[src/rtl/dmx_pkg.sv]
package dmx_pkg;
  localparam int CODE_W  = 10;
  localparam int LAT_CYC = 5;

  typedef enum logic {
    CH_B = 1'b0,
    CH_A = 1'b1
  } chan_e;
endpackage

[src/rtl/dmx_align_line.sv]
module dmx_align_line #(
  parameter int W     = dmx_pkg::CODE_W,
  parameter int DEPTH = dmx_pkg::LAT_CYC
) (
  input  logic         clk,
  input  logic         rst,
  input  logic         shift,
  input  logic         cap_en,
  input  logic         flush,
  input  logic [W-1:0] a_in,
  input  logic [W-1:0] b_in,
  output logic         tail_vld,
  output logic [W-1:0] tail_a,
  output logic [W-1:0] tail_b
);
  localparam int LAST = DEPTH - 1;

  logic [DEPTH-1:0] vld_q;
  logic [W-1:0]     a_q [DEPTH];
  logic [W-1:0]     b_q [DEPTH];

  // Valid bits: cleared on reset or flush, advance on rising-phase ticks.
  always_ff @(posedge clk) begin
    if (rst || flush)
      vld_q <= '0;
    else if (shift)
      vld_q <= {vld_q[DEPTH-2:0], cap_en};
  end

  // Data stages carry no reset.
  generate
    for (genvar s = 0; s < DEPTH; s++) begin : g_stage
      if (s == 0) begin : g_head
        always_ff @(posedge clk) begin
          if (shift && cap_en) begin
            a_q[0] <= a_in;
            b_q[0] <= b_in;
          end
        end
      end else begin : g_body
        always_ff @(posedge clk) begin
          if (shift) begin
            a_q[s] <= a_q[s-1];
            b_q[s] <= b_q[s-1];
          end
        end
      end
    end
  endgenerate

  assign tail_vld = vld_q[LAST];
  assign tail_a   = a_q[LAST];
  assign tail_b   = b_q[LAST];

  // a flush empties the whole line
  a_r8_flush_empties: assert property (@(posedge clk) disable iff (rst)
    flush |=> ($countones(vld_q) == 0));

  // a tick that takes no pair inserts an empty slot
  a_r10_no_capture: assert property (@(posedge clk) disable iff (rst)
    (shift && !cap_en) |=> !vld_q[0]);
endmodule

[src/rtl/dmx_bus_reg.sv]
module dmx_bus_reg #(
  parameter int W = dmx_pkg::CODE_W
) (
  input  logic         clk,
  input  logic         rst,
  input  logic         rise_ph,
  input  logic         hold,
  input  logic         fmt_twos,
  input  logic         oe_n,
  input  logic         tail_vld,
  input  logic [W-1:0] tail_a,
  input  logic [W-1:0] tail_b,
  output logic [W-1:0] bus_q,
  output logic [W-1:0] bus_drv,
  output logic         chan_a
);
  import dmx_pkg::*;

  localparam int MSB = W - 1;

  chan_e        flag_q;
  logic [W-1:0] pend_b;
  logic         pend_vld;
  logic         ld_a;
  logic         ld_b;

  function automatic logic [W-1:0] recode(input logic [W-1:0] c, input logic twos);
    logic [W-1:0] r;
    r      = c;
    r[MSB] = c[MSB] ^ twos;
    return r;
  endfunction

  assign ld_a = rise_ph && tail_vld && !hold;
  assign ld_b = !rise_ph && pend_vld && !hold;

  always_ff @(posedge clk) begin
    if (rst) begin
      bus_q    <= '0;
      flag_q   <= CH_B;
      pend_vld <= 1'b0;
    end else if (hold) begin
      pend_vld <= 1'b0;
    end else if (ld_a) begin
      bus_q    <= recode(tail_a, fmt_twos);
      flag_q   <= CH_A;
      pend_vld <= 1'b1;
    end else if (ld_b) begin
      bus_q    <= recode(pend_b, fmt_twos);
      flag_q   <= CH_B;
      pend_vld <= 1'b0;
    end
  end

  always_ff @(posedge clk) begin
    if (ld_a)
      pend_b <= tail_b;
  end

  always_ff @(posedge clk) begin
    if (rst)
      bus_drv <= '0;
    else
      bus_drv <= {W{!oe_n}};
  end

  assign chan_a = (flag_q == CH_A);

  // flag follows the channel that was loaded
  a_r2_flag_a: assert property (@(posedge clk) disable iff (rst)
    ld_a |=> chan_a);
  a_r2_flag_b: assert property (@(posedge clk) disable iff (rst)
    ld_b |=> !chan_a);

  // output enable gates every drive bit
  a_r5_drive_off: assert property (@(posedge clk) disable iff (rst)
    oe_n |=> (bus_drv == '0));
  a_r5_drive_on: assert property (@(posedge clk) disable iff (rst)
    !oe_n |=> (bus_drv == {W{1'b1}}));
endmodule

[src/rtl/dmx_out_stage.sv]
module dmx_out_stage #(
  parameter int W   = dmx_pkg::CODE_W,
  parameter int LAT = dmx_pkg::LAT_CYC
) (
  input  logic         clk,
  input  logic         rst,
  input  logic         rise_ph,
  input  logic         samp_vld,
  input  logic [W-1:0] a_code,
  input  logic [W-1:0] b_code,
  input  logic         fmt_twos,
  input  logic         oe_n,
  input  logic         pd,
  input  logic         sleep,
  output logic [W-1:0] bus_q,
  output logic [W-1:0] bus_drv,
  output logic         chan_a
);
  logic         quiet;
  logic         cap_en;
  logic         tail_vld;
  logic [W-1:0] tail_a;
  logic [W-1:0] tail_b;

  assign quiet  = pd || sleep;
  assign cap_en = rise_ph && samp_vld && !quiet;

  dmx_align_line #(.W(W), .DEPTH(LAT)) u_line (
    .clk      (clk),
    .rst      (rst),
    .shift    (rise_ph),
    .cap_en   (cap_en),
    .flush    (quiet),
    .a_in     (a_code),
    .b_in     (b_code),
    .tail_vld (tail_vld),
    .tail_a   (tail_a),
    .tail_b   (tail_b)
  );

  dmx_bus_reg #(.W(W)) u_bus (
    .clk      (clk),
    .rst      (rst),
    .rise_ph  (rise_ph),
    .hold     (quiet),
    .fmt_twos (fmt_twos),
    .oe_n     (oe_n),
    .tail_vld (tail_vld),
    .tail_a   (tail_a),
    .tail_b   (tail_b),
    .bus_q    (bus_q),
    .bus_drv  (bus_drv),
    .chan_a   (chan_a)
  );

  // power-down freezes bus and flag
  a_r6_pd_freeze: assert property (@(posedge clk) disable iff (rst)
    pd |=> ($stable(bus_q) && $stable(chan_a)));

  // sleep keeps the bus unchanged
  a_r7_sleep_hold: assert property (@(posedge clk) disable iff (rst)
    sleep |=> $stable(bus_q));
endmodule

[config.mk]
export PLATFORM = sky130hd
export DESIGN_NAME = dmx_out_stage
export DESIGN_NICKNAME = d
export VERILOG_FILES = /design/src/rtl/dmx_pkg.sv /design/src/rtl/dmx_align_line.sv /design/src/rtl/dmx_bus_reg.sv /design/src/rtl/dmx_out_stage.sv
export SDC_FILE = /design/constraint.sdc
export NUM_CORES = 1
export LEC_CHECK = 0
export BUFFER_PORTS_ARGS = -buffer_cell sky130_fd_sc_hd__clkbuf_2
export CAP_MARGIN = 20
export CORE_MARGIN = 2
export CORE_UTILIZATION = 51
export DETAILED_ROUTE_END_ITERATION = 16
export GPL_TIMING_DRIVEN = 0
export PLACE_DENSITY = 0.74
export SYNTH_ARGS = -nofsm -noshare
export SYNTH_HDL_FRONTEND = slang
export SYNTH_HIERARCHICAL = 1
export SYNTH_SLANG_ARGS = --single-unit
[constraint.sdc]
create_clock -name clk -period 1.4 [get_ports clk]
set_input_delay 0.21 -clock clk [delete_from_list [all_inputs] [get_ports clk]]
set_output_delay 0.21 -clock clk [all_outputs]
set_load 0.01 [all_outputs]
# Word-level counts from Yosys, hierarchy flattened
# Memory sizes are Yosys's and may differ from the RTL's. A register that Yosys moved wholly into a read port is not among the register bits.
# Cells that the tools add are included.
# word_totals
mem_count	2
ramBits	100
elab_cells	33
register_bits	18
output_inout_bits	21
input_bits	28
# classes
n_reduce_logical	15
bitwise_logic	3
muxes	8
# memory_table
memory	depth	word_bits	read_ports	rd_ports_with_merged_regs	wr	line	rtl
u_line.a_q	5	10	5	0	5	dmx_align_line.sv:19	logic [W-1:0] a_q [DEPTH];
u_line.b_q	5	10	5	1	5	dmx_align_line.sv:20	logic [W-1:0] b_q [DEPTH];
# op_table
op	count
2-to-1 mux 10 bit	2
logical AND 1 bit	7
2-to-1 mux 1 bit	6
zero test 1 bit	3
logical OR 1 bit	2
AND reduction 2 bit	1
nonzero test 2 bit	1
OR reduction 2 bit	1
bitwise XOR 1 bit	2
inverter 1 bit	1

# Depth between registers and ports, before layout
# logic_depth
ltp_word	6
mapped_depth	6
depth_no_buf	5

# Cells and area by module
# Netlist, hierarchy kept.
# modules_own_cells
module	n_inst	seq_area_each_um2	area_each_um2	cells_each
dmx_align_line	1	3103.0	3347.0	137
dmx_bus_reg	1	560.5	949.7	90
dmx_out_stage	1	0.0	18.8	2

# Least setup slack after synthesis
# No wires, ideal clock.
# synth_timing
path_kind	in2reg
start	in sleep
end	reg u_bus.bus_q[0]
setup_ps	91
stages	5
path_slack_ps	22
t_required_ps	1309
t_arrival_ps	1287
path_buffers	0
cell_sequence	or2_1 > nand3b_1 > inv_2 > nand2_1 > a311oi_1
# synth_between
elab_chain_len	5
word_cells_on_any_way	8
classes_between	1 x mux; 1 x bitwise; 6 x reduce/logical
# synth_lines
element	line	rtl
start, declared	dmx_out_stage.sv:14	input logic sleep,
logical OR 1 bit (*)	dmx_out_stage.sv:25	assign quiet = pd || sleep;
zero test 1 bit (*)	dmx_bus_reg.sv:34	assign ld_a = rise_ph && tail_vld && !hold;
logical AND 1 bit (*)	dmx_bus_reg.sv:34	
via u_bus.ld_a	dmx_bus_reg.sv:24	logic ld_a;
nonzero test 2 bit (no line)	-	
AND reduction 2 bit (no line)	-	
end signal, assigned	dmx_bus_reg.sv:45	bus_q <= recode(tail_a, fmt_twos);
end signal, assigned	dmx_bus_reg.sv:49	bus_q <= recode(pend_b, fmt_twos);
end, declared	dmx_bus_reg.sv:13	output logic [W-1:0] bus_q,
# Mark *: on every way through the listed nets, which the timed path passes. The rest lies on a longest branch.
# A chain may end at the register's enable or synchronous reset.

# Worst setup path after layout
# layout_timing
start	reg, netlist name u_bus/bus_drv[0]
end	out bus_drv[4]
# layout_rtl
element	line	rtl
end, declared	dmx_out_stage.sv:16	output logic [W-1:0] bus_drv,
# No word-level cell between the ends.

==> impl_metrics.ini <==
[sta]
whs_ps = 33.6
clock_skew_ps = 5.66
report.final.hold_viol_count = 0
clock.fmax_mhz = 755
worst_pin_slew_ps = 394
final_max_slew_viol_count = 0
layout_min_cycle_time_ps = 1320
setup_viol = 0
worst_slack_ps = 75.1
relSlewSlack_pct = 73.7
post-route-period-util_pct = 94.6
rsz0062_at_grt = false
fin_tns_setup_ps = 0

[yosys]
yosysWarnings = 6
avgSynthCellArea_um2 = 18.8
ys_types = 25
synth_seq_cells = 128
syn_area_um2 = 4320
syn_nets = 257
seq_area_frac_synth_pct = 84.9
synthCells = 229

[critical_path]
crit_path_max_fanout = 10
worstSetupEndpointType = primary output
cp_cell_sequence = buf_4, clkbuf_2
crit_cells = 2
critPathLaunchType = register
reg2reg_setup_slack_ps = 120
cpPeakStageDelay_ps = 390
critPathKind = register to primary output
crit_slowest_cell = dfxtp_4
r2r_start = u_line/vld_q[4]
arrival_ps = 1110
critPathRequiredTime_ps = 1190
r2r_cells = 4
critical_path.top_delay_family = flip-flops
rr_endpoint = u_bus/bus_q[0]
path_buf_inv = 2

[place]
place_area_um2 = 4720
dp_slack_ps = -591
place_inst = 383
place_congestion = 0.758
portBuffers = 48
detailed_place_hpwl_mm = 2.91

[clock_tree]
cts_tree = built
clk_latency_ps = 500
clock-sinks = 128
clk_path_buf_depth = 2
cts_root_buf = clkbuf_8
cts_max_level = 4
post_cts_buffers = 0
path_clk_slew_ps = 60
cts_made_buffers = 17

[global_routing]
grtUsageTotal_pct = 13.3
grt_max_degree = 69
antenna_found_initial = 0
overflow = 0
grt_pass1_wl_mm = 8.66
first_global_vias = 1953

[finish]
n_antenna_cell = 0
nNetsFinal = 348
final_cell_mix = edfxtp_1, clkbuf_2, buf_4
design_area_um2 = 5520
drive_above_1_share_pct = 33.8
n_fill_cell = 546
layout_commonest_cell = edfxtp_1
fin_cells = 436
syn_to_final_growth_pct = 28.0
fin_util_pct = 67.2

[min_path]
holdPathEnd = u_line/vld_q[3]
hold_path_class = input pin to register
holdPathStages = 2
min_from = rst

[power]
powerDensity_nw_per_um2 = 1560
vdd_drop_max_uv = 1150
leakagePower_nw = 2.08
p_total_mw = 8.59

[route]
wl_per_cell_um = 12.4
drtIter0Drc = 113
viasPerCell = 4.64
remaining_drc_errors = 0
detail-route-antenna-nets = 0
num_vias = 2023
drt_wl_total_mm = 5.40
firstDrtPassIters = 4

[floorplan]
die_w_um = 96.0
start_util_pct = 52.5
dieArea_um2 = 9210
num_io_pins = 49
core-area_um2 = 8220
die_h_um = 96.0
num_rows = 33

[run_status]
outcome = finished, final reports clean

[flow_run]
maxCapViolCount = 0
## where the power goes
part / internal (mW) / total (mW) / switching [mW]
clock: 2.67 / 4.03 / 1.36
sequential: 4.27 / 4.31 / 0.0327
combinational: 0.150 / 0.259 / 0.109
## final cells by class
cell class,instances,area [um^2],share of cell area (%)
flip-flops and latches,128,3670,66.4
repair buffers,72,515,9.34
clock buffers,22,433,7.84
multi-input cells,65,385,6.98
plain buffers,34,260,4.71
well taps,105,131,2.38
clock inverters,8,115,2.08
inverters,2,12.5,0.227
## per-layer routing
layer / vias up / track usage [%] / routed length (um)
met3: 11 / 5.72 / 302
met5: - / 0 / 0
li1: 1013 / - / -
met2: 60 / 22.0 / 2850
met4: 0 / 6.67 / 87
met1: 939 / 14.5 / 2160
## cells by family (layout without fill, tap and decap cells)
kind of cell	Yosys count	after routing	share of synthesized area, %
AO/OA/AOI/OAI	13	13	2.38
AND/OR/NAND/NOR	45	45	4.90
buffers and inverters	36	138	6.20
multiplexers	7	7	1.62
flip-flops	128	128	84.9
## Yosys cell counts, drive strengths merged
library cell,n,area [um^2]
edfxtp,110,3300
buf,33,256
nand2,19,71.3
dfxtp,18,360
nor2,13,51.3
a311oi,9,78.8
mux2i,7,70.1
nor3,5,25.0
inv,2,7.50
o21ai,2,10.0
a21oi,1,5.00
and2,1,7.51
and4bb,1,12.5
clkbuf,1,3.75
nand2b,1,6.26
nand3b,1,7.51
nand4b,1,8.76
nor2b,1,6.26
nor4b,1,8.76
o221ai,1,8.76
or2,1,6.26
## worst reg2reg max path, stage by stage, from the launching register on
cell	delay [ps]
dfxtp_2	360
nand3b_1	180
clkinv_4	190
nand2_1	80
a311oi_1	350
## flip-flops by register name (all words and copies together), names as in the netlist
register        count
u_bus/chan_a        1
u_bus/bus_drv       1
u_line/vld_q        5
u_bus/bus_q        10
u_bus/pend_b       10
u_line/a_q         50
u_bus/pend_vld      1
u_line/b_q         50
## how the worst max path moves through the flow
stage / from / end
after global routing: u_bus/bus_drv[0] / bus_drv[5]
after detailed placement: rise_ph / u_line/a_q[0][3]
final: u_bus/bus_drv[0] / bus_drv[4]
after floorplan: sleep / u_bus/bus_q[0]
after global placement: rise_ph / u_line/a_q[0][3]
after CTS: u_bus/bus_drv[0] / bus_drv[4]
## what timing repair did
item	in CTS	in global routing
hold endpoints to repair	22	0
endpoints found under the setup margin	31	4
hold buffers	22	0
gates cloned	0	1
resized for setup	4	2
Note: power is estimated with default switching activity, not from simulation.
